$ cat src/rtl/drt_pkg.sv
// Package: register map and control bit positions shared by the dual timer.
package drt_pkg;
    localparam int ADDR_W = 3;
    localparam int DATA_W = 8;
    localparam int NUM_TMR = 2;
    localparam int CTRL_W = 5;

    typedef enum logic [ADDR_W-1:0] {
        RA_CTRL = 3'd0,
        RA_RLD1 = 3'd1,
        RA_RLD2 = 3'd2,
        RA_CNT1 = 3'd3,
        RA_CNT2 = 3'd4,
        RA_FLAG = 3'd5,
        RA_PIN  = 3'd6
    } reg_addr_e;

    // Control bit positions
    localparam int CB_RUN1 = 0;
    localparam int CB_RUN2 = 1;
    localparam int CB_EVT  = 2;
    localparam int CB_TSEL = 3;
    localparam int CB_OE   = 4;
endpackage

$ cat src/rtl/drt_down_counter.sv
// Down counter with reload register.
// Steps down by one on each enabled step while running. Stepping at zero
// reloads it and pulses uf. A reload write while stopped also loads the
// counter. Assumes step is a single-cycle strobe.
module drt_down_counter #(
    parameter int W = 8
) (
    input  logic         clk,
    input  logic         rst_n,
    input  logic         run,
    input  logic         step,
    input  logic         rld_we,
    input  logic [W-1:0] rld_wdata,
    output logic [W-1:0] count,
    output logic [W-1:0] reload,
    output logic         uf
);
    // Underflow: running step taken at zero
    always_comb uf = run && step && (count == '0);

    // Reload register storage
    always_ff @(posedge clk) begin
        if (!rst_n)      reload <= '0;
        else if (rld_we) reload <= rld_wdata;
    end

    // Counter: preset when stopped, reload on underflow, else decrement
    always_ff @(posedge clk) begin
        if (!rst_n)                count <= '0;
        else if (rld_we && !run)   count <= rld_wdata;
        else if (uf)               count <= reload;
        else if (run && step)      count <= count - 1'b1;
    end

    assert_reload_on_uf_R3: assert property (@(posedge clk) disable iff (!rst_n)
        (run && step && count == '0 && !rld_we) |=> count == $past(reload));
    assert_decrement_R2: assert property (@(posedge clk) disable iff (!rst_n)
        (run && step && count != '0) |=> count == W'($past(count) - 1'b1));
    assert_hold_stopped_R6: assert property (@(posedge clk) disable iff (!rst_n)
        (!run && !rld_we) |=> $stable(count));
endmodule

$ cat src/rtl/drt_evt_sync.sv
// Event input synchroniser.
// Two flops bring evt_in into the clock domain, and a third flop detects
// the rising edge. Assumes events stay high and low for at least one
// clock each.
module drt_evt_sync (
    input  logic clk,
    input  logic rst_n,
    input  logic evt_in,
    output logic level,
    output logic rise
);
    logic s1, s2, s3;

    // Synchroniser and edge-history chain
    always_ff @(posedge clk) begin
        if (!rst_n) begin
            s1 <= 1'b0;
            s2 <= 1'b0;
            s3 <= 1'b0;
        end else begin
            s1 <= evt_in;
            s2 <= s1;
            s3 <= s2;
        end
    end

    // Outputs: synchronised level and one-cycle rise pulse
    always_comb begin
        level = s2;
        rise  = s2 && !s3;
    end

    assert_single_rise_R7: assert property (@(posedge clk) disable iff (!rst_n)
        rise |=> !rise);
endmodule

$ cat src/rtl/drt_toggle.sv
// Toggle flop: flips on each underflow of the selected timer, which halves
// that timer's underflow rate for the shared pin.
module drt_toggle (
    input  logic clk,
    input  logic rst_n,
    input  logic uf_a,
    input  logic uf_b,
    input  logic sel_b,
    output logic tgl
);
    logic hit;

    // Choose which underflow drives the flop
    always_comb hit = sel_b ? uf_b : uf_a;

    // Toggle state
    always_ff @(posedge clk) begin
        if (!rst_n)   tgl <= 1'b0;
        else if (hit) tgl <= !tgl;
    end

    assert_tgl_quiet_R8: assert property (@(posedge clk) disable iff (!rst_n)
        !(sel_b ? uf_b : uf_a) |=> $stable(tgl));
endmodule

$ cat src/rtl/dual_reload_timer.sv
// Top: two reload down-timers. Timer 2 can count synchronised external
// events instead of ticks. Underflows set sticky write-one-to-clear flags
// and can drive a divide-by-two toggle output. Assumes tick_en is a
// single-cycle strobe and that software does not write a running timer's
// reload in the same cycle as its underflow.
module dual_reload_timer
    import drt_pkg::*;
#(
    parameter int TW = 8
) (
    input  logic              clk,
    input  logic              rst_n,
    input  logic              wr_en,
    input  logic [ADDR_W-1:0] addr,
    input  logic [DATA_W-1:0] wdata,
    output logic [DATA_W-1:0] rdata,
    input  logic              tick_en,
    input  logic              evt_in,
    output logic              cnt_out,
    output logic              cnt_oe,
    output logic              irq_t1,
    output logic              irq_t2
);
    logic [CTRL_W-1:0]  ctrl;
    logic [NUM_TMR-1:0] flags;
    logic [NUM_TMR-1:0] run_v, step_v, rld_we_v, uf_v;
    logic [TW-1:0]      cnt_v [NUM_TMR];
    logic [TW-1:0]      rld_v [NUM_TMR];
    logic               evt_lvl, evt_rise, tgl;
    logic               flag_wr;

    // Control register write
    always_ff @(posedge clk) begin
        if (!rst_n)                          ctrl <= '0;
        else if (wr_en && addr == RA_CTRL)   ctrl <= wdata[CTRL_W-1:0];
    end

    // Per-timer run, step and reload-write decode
    always_comb begin
        run_v[0]    = ctrl[CB_RUN1];
        run_v[1]    = ctrl[CB_RUN2];
        step_v[0]   = tick_en;
        step_v[1]   = ctrl[CB_EVT] ? evt_rise : tick_en;
        rld_we_v[0] = wr_en && addr == RA_RLD1;
        rld_we_v[1] = wr_en && addr == RA_RLD2;
        flag_wr     = wr_en && addr == RA_FLAG;
    end

    drt_evt_sync u_sync (
        .clk    (clk),
        .rst_n  (rst_n),
        .evt_in (evt_in),
        .level  (evt_lvl),
        .rise   (evt_rise)
    );

    for (genvar i = 0; i < NUM_TMR; i++) begin : g_tmr
        drt_down_counter #(.W(TW)) u_cnt (
            .clk       (clk),
            .rst_n     (rst_n),
            .run       (run_v[i]),
            .step      (step_v[i]),
            .rld_we    (rld_we_v[i]),
            .rld_wdata (wdata[TW-1:0]),
            .count     (cnt_v[i]),
            .reload    (rld_v[i]),
            .uf        (uf_v[i])
        );

        // Sticky flag: set on underflow (wins), cleared by write-one
        always_ff @(posedge clk) begin
            if (!rst_n)                       flags[i] <= 1'b0;
            else if (uf_v[i])                 flags[i] <= 1'b1;
            else if (flag_wr && wdata[i])     flags[i] <= 1'b0;
        end

        assert_flag_sticky_R4: assert property (@(posedge clk) disable iff (!rst_n)
            (flags[i] && !(flag_wr && wdata[i])) |=> flags[i]);
        assert_uf_sets_flag_R3: assert property (@(posedge clk) disable iff (!rst_n)
            uf_v[i] |=> flags[i]);
    end

    drt_toggle u_tgl (
        .clk   (clk),
        .rst_n (rst_n),
        .uf_a  (uf_v[0]),
        .uf_b  (uf_v[1]),
        .sel_b (ctrl[CB_TSEL]),
        .tgl   (tgl)
    );

    // Output pins
    always_comb begin
        cnt_out = tgl;
        cnt_oe  = ctrl[CB_OE];
        irq_t1  = flags[0];
        irq_t2  = flags[1];
    end

    // Read mux
    always_comb begin
        rdata = '0;
        case (addr)
            RA_CTRL: rdata = DATA_W'(ctrl);
            RA_RLD1: rdata = DATA_W'(rld_v[0]);
            RA_RLD2: rdata = DATA_W'(rld_v[1]);
            RA_CNT1: rdata = DATA_W'(cnt_v[0]);
            RA_CNT2: rdata = DATA_W'(cnt_v[1]);
            RA_FLAG: rdata = DATA_W'(flags);
            RA_PIN:  rdata = DATA_W'({tgl, evt_lvl});
            default: rdata = '0;
        endcase
    end

    assert_evt_no_t1_R7: assert property (@(posedge clk) disable iff (!rst_n)
        (!tick_en && !rld_we_v[0]) |=> $stable(cnt_v[0]));
    assert_oe_follows_R9: assert property (@(posedge clk) disable iff (!rst_n)
        (wr_en && addr == RA_CTRL) |=> cnt_oe == $past(wdata[CB_OE]));
endmodule

$ cat config.mk
export PLATFORM = sky130hd
export DESIGN_NAME = dual_reload_timer
export DESIGN_NICKNAME = d
export VERILOG_FILES = /design/src/rtl/drt_pkg.sv /design/src/rtl/drt_down_counter.sv /design/src/rtl/drt_evt_sync.sv /design/src/rtl/drt_toggle.sv /design/src/rtl/dual_reload_timer.sv
export SDC_FILE = /design/constraint.sdc
export NUM_CORES = 1
export LEC_CHECK = 0
export ABC_AREA = 1
export ABC_CLOCK_PERIOD_IN_PS = 1460
export BUFFER_PORTS_ARGS = -buffer_cell sky130_fd_sc_hd__buf_4
export CORE_MARGIN = 2
export CORE_UTILIZATION = 53
export CTS_CLUSTER_DIAMETER = 120
export CTS_CLUSTER_SIZE = 25
export DETAILED_ROUTE_END_ITERATION = 10
export HOLD_SLACK_MARGIN = 0.15
export PLACE_DENSITY = 0.88
export SLEW_MARGIN = 20
export SYNTH_ARGS = -nofsm -noshare
export SYNTH_HDL_FRONTEND = slang
export SYNTH_SLANG_ARGS = --single-unit
export TNS_END_PERCENT = 100
$ cat constraint.sdc
create_clock -name clk -period 1.46 [get_ports clk]
set_input_delay 0.073 -clock clk [delete_from_list [all_inputs] [get_ports clk]]
set_output_delay 0.073 -clock clk [all_outputs]
set_load 0.05 [all_outputs]
==> run metrics <==
Max Slew Vio Count 0; worst slew pin tran 0.4898 ns; clock share of power 28.3%; DR vias 3006; RSZ-0062 raised after global routing yes; Slew HR 67.20%; max-cap check violation count 0; Num CTS Buffers 5; DRT iter0 DRCs 298; Die W 74.06 um; final worst slack -0.06501 ns; post-DR wirelength/cell 16.24 um; Placement Setup Slack -0.01150 ns; CP max FO 2; Final Cycle Share 104.5%; crit path buf inv count 2; Setup Viol. Count Final 4; share of cells above drive strength 1 35.43%; switching power 850.1 uW; post-synth cell types 37; most frequent cells in the layout 69 x nand2_1, 53 x buf_4, 37 x dfxtp_1; Routed Antenna Nets 0; worst min-delay path class input port to flip-flop; Num Clock Sinks 43; Port Buf Inserts 27; clock buffer depth 2; status finished with violations; worst vdd ir 0.0005574 V; global-route wire length before repair 12.60 mm; Worst EP required 1.39 ns; Total GRT Usage 30.07%; initial antenna violation count 0; Crit path arrival time 1.45 ns; sw frac 31.41%; gpl congestion 0.9679; Clock Tree Root clkbuf_8; failing checks setup timing; Area growth, synth to finish 34.58%; largest net degree at the start of global routing 27; critical-path cell list buf_6 -> a221oi_4 -> o211ai_1 -> buf_4; CP delay by family, top compound AO/OA/AOI/OAI gates; CTS clk-pin slew, worst paths 0.08 ns; Final #Nets 464; CTS tree done; die area 5484 sq um; I/O pin count 28; Lkg Pwr 0.001569 uW; via density per instance 5.860; Post-DP HPWL 5.830 mm; Remaining DRCs 0; diodes inserted 0; min Tclk post-route 1.525 ns; Initial Util 55.07%; endpoints failing hold 0; DRT Pass-1 Iters 5; row count 25; multi-input logic area 1633 sq um; CP max-delay cell dfxtp_2; Synth Warn # 0; critical path type flip-flop to output port; Mapped Avg Cell Area 6.993 sq um; combinational power share 25.3%; Flop pwr share 46.4%; GR Overflow Total 0; Worst Setup Start Kind flip-flop; Final Skew 0.001849 ns; PwrDens 773.1 nW/um^2; FILL cells 358; H-tree levels 2; mapped cell area 2601 sq um; internal power 1856 uW; CP Capture Type output port; clk_lat worst skew 0.29 ns; vias in the first global route 2716; Placed Area 3029 sq um; count of state elements after synthesis 43; Net Count, Synth 390; Core Region 4723 sq um; most common cell after layout, fill and taps aside nand2_1; Post-Route WL 8.329 mm; synthesized netlist cell count 372; post-route cell area 3501 sq um; Largest stage delay, worst path 0.33 ns; Die Y-Extent 74.06 um; Sequential Area 868.3 sq um; sequential area share after synthesis 33.09%; fmax 655.7 MHz
[worst paths after layout]
| kind | from | end | slack, ns | cells after the start |
|---|---|---|---|---|
| max reg2reg | g_tmr[1].u_cnt.count[1] | g_tmr[1].u_cnt.count[1] | -0.04 | 9 |
| min reg2reg | u_sync.s1 | u_sync.level | 0.42 | 2 |
| min | addr[2] | irq_t2 | 0.35 | 6 |
| max | g_tmr[1].u_cnt.count[1] | rdata[1] | -0.07 | 4 |
[worst reg2reg max path, cell delays in order (launching register included)]
cell	delay [ns]
dfxtp_2	0.33
inv_1	0.10
ha_4	0.16
nand2_1	0.09
nor2_4	0.13
buf_4	0.15
nand3b_1	0.16
nand2_1	0.10
nand3_1	0.09
a21oi_2	0.12
[cell usage after synthesis]
master / number / area share [%]
o2111ai_1: 1 / 0.34
o221ai_1: 2 / 0.67
nor2_2: 2 / 0.48
o22ai_1: 6 / 1.4
nand4_1: 3 / 0.72
clkinv_4: 2 / 0.67
inv_2: 10 / 1.4
buf_2: 1 / 0.19
nand3_2: 1 / 0.38
o21ai_2: 11 / 3.7
a221o_1: 2 / 0.77
or2_2: 2 / 0.48
inv_1: 48 / 6.9
clkinv_1: 1 / 0.14
nand2_4: 6 / 2.6
a21oi_2: 10 / 3.4
clkbuf_1: 3 / 0.43
a22oi_1: 1 / 0.29
ha_1: 2 / 0.96
nor3_1: 2 / 0.38
xor2_1: 3 / 1.0
a21oi_4: 1 / 0.63
a221oi_1: 3 / 1.0
o21ai_1: 3 / 0.58
o21ai_0: 26 / 5.0
nand3_1: 26 / 5.0
xnor2_1: 1 / 0.34
dfxtp_1: 43 / 33
nand2_1: 71 / 10
a21oi_1: 22 / 4.2
a31oi_1: 2 / 0.48
nor2_8: 2 / 1.5
nand2_2: 5 / 1.2
o211ai_1: 11 / 3.2
nand3b_1: 1 / 0.29
nor2_1: 34 / 4.9
nor2_4: 2 / 0.87
[sequential cells by signal (all words and copies together) (netlist names)]
register / cells
u_tgl.tgl: 1
u_sync.s3: 1
ctrl: 5
irq_t2: 1
g_tmr.u_cnt.reload: 16
g_tmr.u_cnt.count: 16
u_sync.s1: 1
u_sync.level: 1
irq_t1: 1
[power by group through the flow]
stage                     Clock [uW]  Combinational, uW  Sequential, uW
after global routing             838                738            1260
final                            767                685            1250
after CTS                        778                601            1250
after global placement             0                552            1270
after detailed placement           0                563            1270
after floorplan                    0                355            1270
[per-stage QoR]
stage	setup TNS, ns	power, uW	std cells	util [%]	hold slack, ns
global route	-0.5771	2835	513	74.12	0.3464
global placement	0	1825	483	64.13	0.2617
floorplan	0	1630	372	-	0.1706
finish	-0.1429	2707	513	74.12	0.3451
detailed placement	-0.03640	1837	483	64.13	0.2664
CTS	-0.02781	2628	502	69.32	0.2472
[layout make-up]
type	instances	share of cell area [%]
clock buffer	6	2.359
multi-input combinational	264	46.64
tap	67	2.395
timing repair buffer	71	16.73
sequential	43	24.80
inverter	61	6.934
clock inverter	1	0.1430
[cell families (layout without fill, tap and decap cells)]
kind of cell    after synthesis  in the layout  synth area share, %
simple gates                157            157                29.10
flops                        43             43                33.09
buf+inv                      65            139                9.812
fa+ha+maj                     2              2               0.9618
xor+xnor                      4              4                1.347
compound gates              101            101                25.69
[repair_timing]
action / CTS / global route
setup endpoints to repair: 13 / 25
resized for setup: 15 / 40
buffers inserted: 1 / 11
pin swaps: 4 / 9
hold buffers: 12 / 0
endpoints found under the hold margin: 25 / 0
gates cloned: 0 / 0
[layer usage]
layer	vias to the layer above	GRT usage, %	share of wire (%)
li1	1391	-	-
met1	1404	38.15	42
met2	168	50.50	46
met3	43	5.420	7.2
met4	0	12.12	4.8
met5	-	0	0
Note: power is estimated with default switching activity, not from simulation.
